===== src/rtl/sar_pkg.sv =====
package sar_pkg;
  localparam int DATA_W    = 8;
  localparam int PS_W      = 3;
  localparam int DIV_LOG   = 7;
  localparam int SHORT_LEN = 13;
  localparam int LONG_LEN  = 25;

  // control register bit positions
  localparam int C_EN   = 0;
  localparam int C_GO   = 1;
  localparam int C_AUTO = 2;
  localparam int C_IE   = 3;
  localparam int C_FLAG = 4;
  localparam int C_PS   = 5;

  localparam logic ADDR_CTRL = 1'b0;
  localparam logic ADDR_SEL  = 1'b1;

  typedef struct packed {
    logic [PS_W-1:0] ps;
    logic            ie;
    logic            auto_trig;
    logic            en;
  } ctrl_t;
endpackage


===== src/rtl/sar_clkdiv.sv =====
module sar_clkdiv #(
  parameter int PS_W    = 3,
  parameter int LOG_MAX = 7
) (
  input  logic            clk_i,
  input  logic            rst_ni,
  input  logic            run_i,
  input  logic [PS_W-1:0] sel_i,
  output logic            tick_o
);
  localparam int CNT_W = LOG_MAX;

  logic [CNT_W-1:0] cnt_q, term;
  logic [PS_W-1:0]  sh;

  always_comb begin
    sh = (sel_i == '0) ? PS_W'(1) : sel_i;
    if (sh > PS_W'(LOG_MAX)) sh = PS_W'(LOG_MAX);
    term = CNT_W'((32'd1 << sh) - 32'd1);
  end

  assign tick_o = run_i && (cnt_q == term);

  always_ff @(posedge clk_i or negedge rst_ni) begin
    if (!rst_ni)                cnt_q <= '0;
    else if (!run_i || tick_o)  cnt_q <= '0;
    else                        cnt_q <= cnt_q + 1'b1;
  end

  // smallest factor is 2, so ticks never come back to back
  a_r1_tick_spacing: assert property (@(posedge clk_i) disable iff (!rst_ni)
    tick_o |=> !tick_o);
endmodule


===== src/rtl/sar_engine.sv =====
module sar_engine #(
  parameter int RES_W     = 10,
  parameter int SHORT_LEN = 13,
  parameter int LONG_LEN  = 25
) (
  input  logic             clk_i,
  input  logic             rst_ni,
  input  logic             start_i,
  input  logic             long_i,
  input  logic             abort_i,
  input  logic             tick_i,
  input  logic             cmp_i,
  output logic             busy_o,
  output logic             sample_o,
  output logic             done_o,
  output logic [RES_W-1:0] dac_o,
  output logic [RES_W-1:0] result_o
);
  localparam int PH_W = $clog2(LONG_LEN + 1);

  logic             busy_q;
  logic [PH_W-1:0]  ph_q, len_q, samp_len, last_ph, bitpos;
  logic [RES_W-1:0] acc_q, res_q, trial, next_acc;
  logic             resolving;

  assign samp_len  = len_q - PH_W'(RES_W);
  assign last_ph   = len_q - 1'b1;
  assign bitpos    = last_ph - ph_q;
  assign resolving = busy_q && (ph_q >= samp_len);

  always_comb begin
    for (int i = 0; i < RES_W; i++)
      trial[i] = acc_q[i] | (bitpos == PH_W'(i));
  end

  assign next_acc = cmp_i ? trial : acc_q;
  assign done_o   = busy_q && tick_i && !abort_i && (ph_q == last_ph);
  assign busy_o   = busy_q;
  assign sample_o = busy_q && (ph_q < samp_len);
  assign dac_o    = resolving ? trial : '0;
  assign result_o = res_q;

  always_ff @(posedge clk_i or negedge rst_ni) begin
    if (!rst_ni) begin
      busy_q <= 1'b0;
      ph_q   <= '0;
      len_q  <= PH_W'(SHORT_LEN);
      acc_q  <= '0;
      res_q  <= '0;
    end else if (start_i) begin
      busy_q <= 1'b1;
      ph_q   <= '0;
      acc_q  <= '0;
      len_q  <= long_i ? PH_W'(LONG_LEN) : PH_W'(SHORT_LEN);
    end else if (busy_q) begin
      if (abort_i) begin
        busy_q <= 1'b0;
      end else if (tick_i) begin
        ph_q <= ph_q + 1'b1;
        if (resolving) acc_q <= next_acc;
        if (ph_q == last_ph) begin
          busy_q <= 1'b0;
          res_q  <= next_acc;
        end
      end
    end
  end

  // completion drops busy on the next edge
  a_r2_done_clears_busy: assert property (@(posedge clk_i) disable iff (!rst_ni)
    done_o |=> !busy_o);
  // every conversion opens with the sample phase
  a_r5_start_samples: assert property (@(posedge clk_i) disable iff (!rst_ni)
    $rose(busy_q) |-> sample_o);
  // decided bits are never dropped within a conversion
  a_r5_acc_keeps_bits: assert property (@(posedge clk_i) disable iff (!rst_ni)
    (busy_q && $past(busy_q)) |-> ((acc_q & $past(acc_q)) == $past(acc_q)));
endmodule


===== src/rtl/sar_conv_ctrl.sv =====
module sar_conv_ctrl
  import sar_pkg::*;
#(
  parameter int RES_W = 10,
  parameter int CH_W  = 5,
  parameter int REF_W = 2
) (
  input  logic              clk_i,
  input  logic              rst_ni,
  input  logic              wr_en_i,
  input  logic              addr_i,
  input  logic [DATA_W-1:0] wdata_i,
  output logic [DATA_W-1:0] rdata_o,
  input  logic              trig_i,
  input  logic              irq_ack_i,
  input  logic              cmp_i,
  output logic              sample_o,
  output logic [RES_W-1:0]  dac_o,
  output logic [CH_W-1:0]   chan_o,
  output logic [REF_W-1:0]  ref_o,
  output logic [RES_W-1:0]  result_o,
  output logic              done_o,
  output logic              irq_o
);
  ctrl_t            ctrl_q;
  logic             flag_q, init_q;
  logic [PS_W-1:0]  ps_run_q, ps_d;
  logic [CH_W-1:0]  sel_chan_q, chan_q;
  logic [REF_W-1:0] sel_ref_q, ref_q;

  logic wr_ctrl, wr_sel, en_d, init_d, abort, start, busy, tick, done;

  assign wr_ctrl = wr_en_i && (addr_i == ADDR_CTRL);
  assign wr_sel  = wr_en_i && (addr_i == ADDR_SEL);
  assign en_d    = wr_ctrl ? wdata_i[C_EN] : ctrl_q.en;
  assign ps_d    = wr_ctrl ? wdata_i[C_PS +: PS_W] : ctrl_q.ps;
  assign abort   = wr_ctrl && !wdata_i[C_EN];
  assign init_d  = init_q || (wr_ctrl && wdata_i[C_EN] && !ctrl_q.en);
  assign start   = !busy && en_d &&
                   ((wr_ctrl && wdata_i[C_GO]) ||
                    (trig_i && ctrl_q.auto_trig && ctrl_q.en));

  always_ff @(posedge clk_i or negedge rst_ni) begin
    if (!rst_ni) begin
      ctrl_q   <= '0;
      flag_q   <= 1'b0;
      init_q   <= 1'b0;
      ps_run_q <= '0;
    end else begin
      if (wr_ctrl) begin
        ctrl_q.en        <= wdata_i[C_EN];
        ctrl_q.auto_trig <= wdata_i[C_AUTO];
        ctrl_q.ie        <= wdata_i[C_IE];
        ctrl_q.ps        <= wdata_i[C_PS +: PS_W];
      end
      if (done)                                        flag_q <= 1'b1;
      else if ((wr_ctrl && wdata_i[C_FLAG]) || irq_ack_i) flag_q <= 1'b0;
      init_q <= (en_d && !start) ? init_d : 1'b0;
      if (start) ps_run_q <= ps_d;
    end
  end

  // selection: written any time, applied only when enabled and idle
  always_ff @(posedge clk_i or negedge rst_ni) begin
    if (!rst_ni) begin
      sel_chan_q <= '0;
      sel_ref_q  <= '0;
      chan_q     <= '0;
      ref_q      <= '0;
    end else begin
      if (ctrl_q.en && !busy) begin
        chan_q <= sel_chan_q;
        ref_q  <= sel_ref_q;
      end
      if (wr_sel) begin
        sel_chan_q <= wdata_i[CH_W-1:0];
        sel_ref_q  <= wdata_i[CH_W +: REF_W];
      end
    end
  end

  sar_clkdiv #(.PS_W(PS_W), .LOG_MAX(DIV_LOG)) u_div (
    .clk_i  (clk_i),
    .rst_ni (rst_ni),
    .run_i  (busy),
    .sel_i  (ps_run_q),
    .tick_o (tick)
  );

  sar_engine #(.RES_W(RES_W), .SHORT_LEN(SHORT_LEN), .LONG_LEN(LONG_LEN)) u_eng (
    .clk_i    (clk_i),
    .rst_ni   (rst_ni),
    .start_i  (start),
    .long_i   (init_d),
    .abort_i  (abort),
    .tick_i   (tick),
    .cmp_i    (cmp_i),
    .busy_o   (busy),
    .sample_o (sample_o),
    .done_o   (done),
    .dac_o    (dac_o),
    .result_o (result_o)
  );

  always_comb begin
    if (addr_i == ADDR_SEL)
      rdata_o = DATA_W'({sel_ref_q, sel_chan_q});
    else
      rdata_o = {ctrl_q.ps, flag_q, ctrl_q.ie, ctrl_q.auto_trig, busy, ctrl_q.en};
  end

  assign chan_o = chan_q;
  assign ref_o  = ref_q;
  assign done_o = done;
  assign irq_o  = flag_q && ctrl_q.ie;

  // completion always leaves the flag set
  a_r6_flag_on_done: assert property (@(posedge clk_i) disable iff (!rst_ni)
    done |=> flag_q);
  // active selection frozen during a conversion
  a_r8_sel_frozen: assert property (@(posedge clk_i) disable iff (!rst_ni)
    (busy && $past(busy)) |-> ($stable(chan_q) && $stable(ref_q)));
  // no conversion while disabled
  a_r9_off_idle: assert property (@(posedge clk_i) disable iff (!rst_ni)
    !ctrl_q.en |-> !busy);
endmodule


===== config.mk =====
export PLATFORM = sky130hd
export DESIGN_NAME = sar_conv_ctrl
export DESIGN_NICKNAME = d
export VERILOG_FILES = /design/src/rtl/sar_pkg.sv /design/src/rtl/sar_clkdiv.sv /design/src/rtl/sar_engine.sv /design/src/rtl/sar_conv_ctrl.sv
export SDC_FILE = /design/constraint.sdc
export NUM_CORES = 1
export LEC_CHECK = 0
export BUFFER_PORTS_ARGS = -buffer_cell sky130_fd_sc_hd__buf_2
export CAP_MARGIN = 20
export CORE_MARGIN = 3
export CORE_UTILIZATION = 63
export CTS_BUF_LIST = sky130_fd_sc_hd__clkbuf_2
export DETAILED_ROUTE_END_ITERATION = 12
export HOLD_SLACK_MARGIN = 0.1
export PLACE_DENSITY_LB_ADDON = 0.05
export SLEW_MARGIN = 20
export SYNTH_ARGS = -nofsm -noshare
export SYNTH_HDL_FRONTEND = slang
export SYNTH_SLANG_ARGS = --single-unit
export TNS_END_PERCENT = 10

===== constraint.sdc =====
create_clock -name clk_i -period 5.6 [get_ports clk_i]
set_input_delay 0.84 -clock clk_i [delete_from_list [all_inputs] [get_ports clk_i]]
set_output_delay 0.84 -clock clk_i [all_outputs]
set_load 0.02 [all_outputs]

---- Yosys cells after proc, flatten, opt, wreduce, memory -nomap -nowiden ----
Cells that the tools add are included.
word-level totals
  memories ................................ 0
  bits in latches ......................... 0
  input bits .............................. 15
  output and inout port bits .............. 38
  memory bits (read-only) ................. 0
  RAM bits ................................ 0
  bits in registers ....................... 63
cells by class
  reduce and logical (&&, ||, !) cells .... 38
  equality and inequality tests ........... 12
  add/subtract/negate cells ............... 6
  multiply operators ...................... 0
  multiplexer cells ....................... 26
  shift operators ......................... 1
  bitwise logic cells ..................... 13
  divide/modulo/power cells ............... 0
  magnitude comparators ................... 3
operators by type and width
  operator               number
  $mux W10               7
  $mux W5                5
  $eq A5 B3 Y1 const B   4
  $logic_and A1 B1 Y1    20
  $eq A5 B2 Y1 const B   2
  $eq A5 B4 Y1 const B   2
  $or A1 B1 Y1           10
  $mux W1                9
  $mux W3                3
  $mux W8                1
  $reduce_bool A2 Y1     4
  $add A7 B1 Y7 const B  1
  $eq A7 B7 Y1           1
  $mux W7                1
  $shl A1 B3 Y7 const A  1
  $sub A7 B1 Y7 const B  1
  $add A5 B1 Y5 const B  1
  $eq A5 B1 Y1 const B   1
  $eq A5 B5 Y1           1
  $ge A5 B5 Y1           1
  $logic_not A1 Y1       5
  $logic_not A5 Y1       1
  $lt A5 B5 Y1           1
  $reduce_and A5 Y1      1
  10 further kinds       15

---- Depth between registers and ports, before layout ----
  word-level depth ........................ 12
  mapped depth ............................ 9

---- Hierarchy ----
A second synthesis with hierarchy kept.
second synthesis, totals
  cells, all modules ...................... 321
  area, all modules ....................... 3337.0 µm²
modules (own cells, without submodules)
  module         area each (µm²)  sequential area each (µm²)  cells each  times used
  sar_engine     1761.7           701.9                       181         1
  sar_conv_ctrl  1113.6           625.6                       92          1
  sar_clkdiv     461.7            175.2                       48          1

---- Least setup slack after synthesis ----
No wires, ideal clock.
  path type ............................... register to output
  start ................................... register ps_run_q[1]
  end ..................................... output port done_o
  stages on the path, launching flop included .. 9
  slack ................................... 2.130 ns
  arrival ................................. 2.630 ns
  path buffers ............................ 1
  data required time ...................... 4.760 ns
  cells stage by stage .................... dfrtp_1 > buf_2 > or2_2 > ha_1 > xor2_2 > a211oi_1 > a311oi_4 > or3b_2 > nor3_1
on the way
  longest elaborated chain between the ends .. 11
ends and longest elaborated chain
  element                              RTL line             source
  from (decl)                          sar_conv_ctrl.sv:27  logic [PS_W-1:0] ps_run_q, ps_d;
  from (signal assigned)               sar_conv_ctrl.sv:59  if (start) ps_run_q <= ps_d;
  $logic_not A3 Y1                     sar_clkdiv.sv:17     sh = (sel_i == '0) ? PS_W'(1) : sel_i;
  $mux W3 *                            sar_clkdiv.sv:17
  $gt A3 B3 Y1                         sar_clkdiv.sv:18     if (sh > PS_W'(LOG_MAX)) sh = PS_W'(LOG_MAX);
  $mux W3 *                            sar_clkdiv.sv:18
  $shl A1 B3 Y7 *                      sar_clkdiv.sv:19     term = CNT_W'((32'd1 << sh) - 32'd1);
  $sub A7 B1 Y7 *                      sar_clkdiv.sv:19
  $eq A7 B7 Y1 *                       sar_clkdiv.sv:22     assign tick_o = run_i && (cnt_q == term);
  $logic_and A1 B1 Y1 *                sar_clkdiv.sv:22
  $logic_and A1 B1 Y1 * (3 in series)  sar_engine.sv:37     assign done_o = busy_q && tick_i && !abort_i && (ph_q == last_ph);
  to (decl)                            sar_conv_ctrl.sv:22  output logic done_o,
Mark *: on every way between the ends. The rest lies on a longest branch, timed or not.

---- Worst setup path in the final report ----
Same ends and word-level chain as after synthesis.

==> qor.yml <==
ant_nets: 0
timing.final.hold_violations: 0
syn-cell-area_um2: 3304
synth_compound_gate_area_share: 0.1178
share_of_post_route_cells_with_drive_strength_above_1: 0.2727
initialDrtViolationCount: 160
dieHeight_um: 78.43
grt_pass1_wl_um: 12420
combinational_family_with_the_most_area_after_synthesis: "simple AND/OR/NAND/NOR gates"
vdd.ir_drop.worst_uv: 305.2
setup_slack_ns: 1.648
synth.yosys.warnings: 0
setup.reg_to_reg.worst_slack_ns: 2.43
grt_overflow: 0
cts_root_buffer: "clkbuf_2"
cts_hold_buffers: 0
fillCellCount: 349
r2r_cells: 7
multi_input_gate_area_in_the_final_layout_um2: 1660
critical_path.startpoint: "ps_run_q[1]"
cpMaxStageDelayCell: "dfrtp_1"
dp_worst_setup_slack_ns: 2.160
synth_simple_gate_area_frac: 0.1829
r2r-end: "u_eng.result_o[1]"
crit_path_cell_trace: "or2_2 -> ha_1 -> xor2_2 -> a211oi_1 -> a311oi_4 -> or3b_2 -> nor3_1 -> buf_2"
detailedPlacementHpwl_um: 4811
postSynthRegisterBits: 60
sum_of_internal_switching_and_leakage_power_uw: 1488
drt-pass1-iter-count: 4
timing.critical_path.arrival_ns: 3.11
timing.fmax_ghz: 0.2531
post_synthesis_mean_instance_area_um2: 9.923
status: "finished, final reports clean"
boundaryPins: 53
synth-async-reset-ratio: 1.000
post_drt_via_cell_ratio: 5.701
rows: 25
timing.slew.headroom: 0.3362
cts_max_level: 3
post-cts-setup-buffers: 0
worst_skew_late_latency_ns: 0.47
muxShareOfSynthArea: 0.1170
num-nets-final: 407
pwr_density_cell_nw_per_um2: 399.5
placedCellCount: 437
crit_path_end_kind: "output pin"
initial_cell_density_of_the_core: 0.6772
cts_repair_resize_count: 0
coreArea_um2: 4880
cts.reportedPaths.clkPinSlew_ns: 0.18
cts_tree: "yes"
setup_viol_count_final: 0
die_width_um: 78.43
antenna_cells_inserted: 0
postRouteWirelength_um: 6915
cellLeakagePower_uw: 0.001768
numCtsBuffers: 9
setup-tns-final_ns: 0
rsz_0062_raised_after_global_routing: "no"
clockBufferDepth: 2
worst_setup_path_endpoint: "done_o"
netlist_instances: 333
timing.critical_path.from_type: "flop"
max_stage_delay_ns: 0.52
drv.max_cap_violation_count: 0
post_layout_nonfiller_instances: 452
detail_route.wl_per_cell_um: 15.30
final_util: 0.7633
track_usage: 0.2555
post-route-period-util: 0.7057
path_max_fanout: 9
tightestPinTransition_ns: 0.9883
synth_seq_area_share: 0.4548
remaining_drc_errors: 0
tmin_final_ns: 3.952
synthesis.nets: 359
gp_congestion: 0.7916
cp.required_ns: 4.76
routed-via-count: 2577
grt_start_max_net_pins: 61
worst_clock_skew_ns: 0.01849
grt_pass1_vias: 2615
worstSetupPathType: "flop to output pin"
antenna_found_initial: 0
synth.distinct_cells: 53
crit-reg2reg-launch: "ps_run_q[1]"
adder_and_majority_cell_fraction_of_the_synthesized_area: 0.04165
placement.io_buffers: 52
ys_dominant_reg_cell: "dfrtp_1"
area_delta_synth_final_pct: 12.72
ff_latch_area_um2: 1503
final_max_slew_viol_count: 0
buffers_and_inverters_on_the_worst_path: 1
worst-path-stages: 8
hold_path.class: "input port to asynchronous set/reset pin"
cpLargestDelayFamily: "simple AND/OR/NAND/NOR gates"
fp.dieArea_um2: 6150
clock-sinks: 60
synth_edf_count: 0
xor_xnor_fraction_of_synth_area: 0.04203
## metal layers
metal,global-route usage,wire length [µm]
met1,0.3561,3186
met5,0,0
met2,0.3913,3251
met3,0.05046,371
met4,0.1084,106
## metrics by stage
| step | hold WS [ns] | area [µm²] |
|---|---|---|
| floorplan | 0.4442 | 3304 |
| global placement | 0.4639 | 3590 |
| detailed placement | 0.4851 | 3590 |
| CTS | 0.4828 | 3725 |
| global route | 0.4715 | 3725 |
| finish | 0.4838 | 3725 |
## worst min-delay path by stage
stage                               from             end  slack, ns  cells past startpoint
after floorplan           u_div.cnt_q[0]  u_div.cnt_q[0]       0.44                      1
after global placement    u_div.cnt_q[0]  u_div.cnt_q[0]       0.46                      1
after detailed placement  u_div.cnt_q[0]  u_div.cnt_q[0]       0.49                      1
after CTS                         rst_ni  u_div.cnt_q[0]       0.48                      2
after global routing              rst_ni  u_div.cnt_q[3]       0.47                      2
final                             rst_ni  u_div.cnt_q[0]       0.48                      2
## cell type report
cell class              count  area share
clock buffers               9     0.01209
clock inverters             6     0.02419
inverters                  16     0.01612
multi-input cells         239      0.4458
flip-flops and latches     60      0.4034
well taps                  67     0.02251
repair buffers             55     0.07592
## cells by family after synthesis
kind of cell    Yosys count
other cells               1
fa+ha+maj                11
mux                      35
flops                    60
simple gates            122
xor+xnor                 15
buf+inv                  34
compound gates           55
## power by group
| part | internal (µW) | switching, µW |
|---|---|---|
| sequential | 509 | 87.3 |
| combinational | 219 | 361 |
| clock | 146 | 165 |
## synth_stat cells (2+ instances only)
cell / instances / area share
xnor2_1: 7 / 0.019
nand3_1: 14 / 0.021
and3_1: 2 / 0.0038
nor2b_1: 3 / 0.0057
nand2_1: 52 / 0.059
a211o_1: 2 / 0.0053
dfrtp_1: 59 / 0.45
inv_1: 16 / 0.018
a31oi_1: 4 / 0.0076
o31ai_1: 3 / 0.0068
a21o_1: 2 / 0.0045
and2_1: 2 / 0.0038
mux2i_1: 12 / 0.036
buf_2: 5 / 0.0076
a21oi_1: 11 / 0.017
a31o_2: 3 / 0.0080
nand2b_1: 7 / 0.013
a211oi_1: 6 / 0.014
clkbuf_1: 11 / 0.012
nor4_1: 2 / 0.0038
mux2_4: 2 / 0.0091
a41oi_1: 4 / 0.011
nor2_1: 17 / 0.019
a41o_1: 3 / 0.0091
o21ai_0: 9 / 0.014
ha_1: 11 / 0.042
mux2_2: 21 / 0.072
nand4_1: 4 / 0.0076
nor3_1: 7 / 0.011
o21a_1: 2 / 0.0045
xor2_1: 7 / 0.019
o21ai_1: 2 / 0.0030
## cells in the final DEF (no fill, tap or decap), drive strengths merged, types with 7 or more instances in the layout
cell / count
nand2b: 7
nand3: 14
xnor2: 7
a21oi: 11
nand2: 52
nor2: 18
o21ai: 11
clkbuf: 9
buf: 55
ha: 11
mux2: 23
inv: 16
xor2: 8
nor3: 7
dfrtp: 59
mux2i: 12
## worst register-to-register path: stages, from the launching register on
cell	delay [ns]
dfrtp_1	0.52
or2_2	0.33
ha_1	0.21
xor2_2	0.18
a211oi_1	0.38
a311oi_4	0.12
nor4_4	0.92
mux2_2	0.42
## sequential cells by signal, summed over array words and instances, names as in the netlist
| name | cells |
|---|---|
| u_eng.result_o | 10 |
| ps_run_q | 3 |
| ctrl_q | 6 |
| sel_chan_q | 5 |
| init_q | 1 |
| u_div.cnt_q | 7 |
| u_eng.busy_o | 1 |
| flag_q | 1 |
| sel_ref_q | 2 |
| ref_o | 2 |
| u_eng.len_q | 2 |
| u_eng.ph_q | 5 |
| chan_o | 5 |
| u_eng.acc_q | 10 |
(Power assumes the default switching activity.)
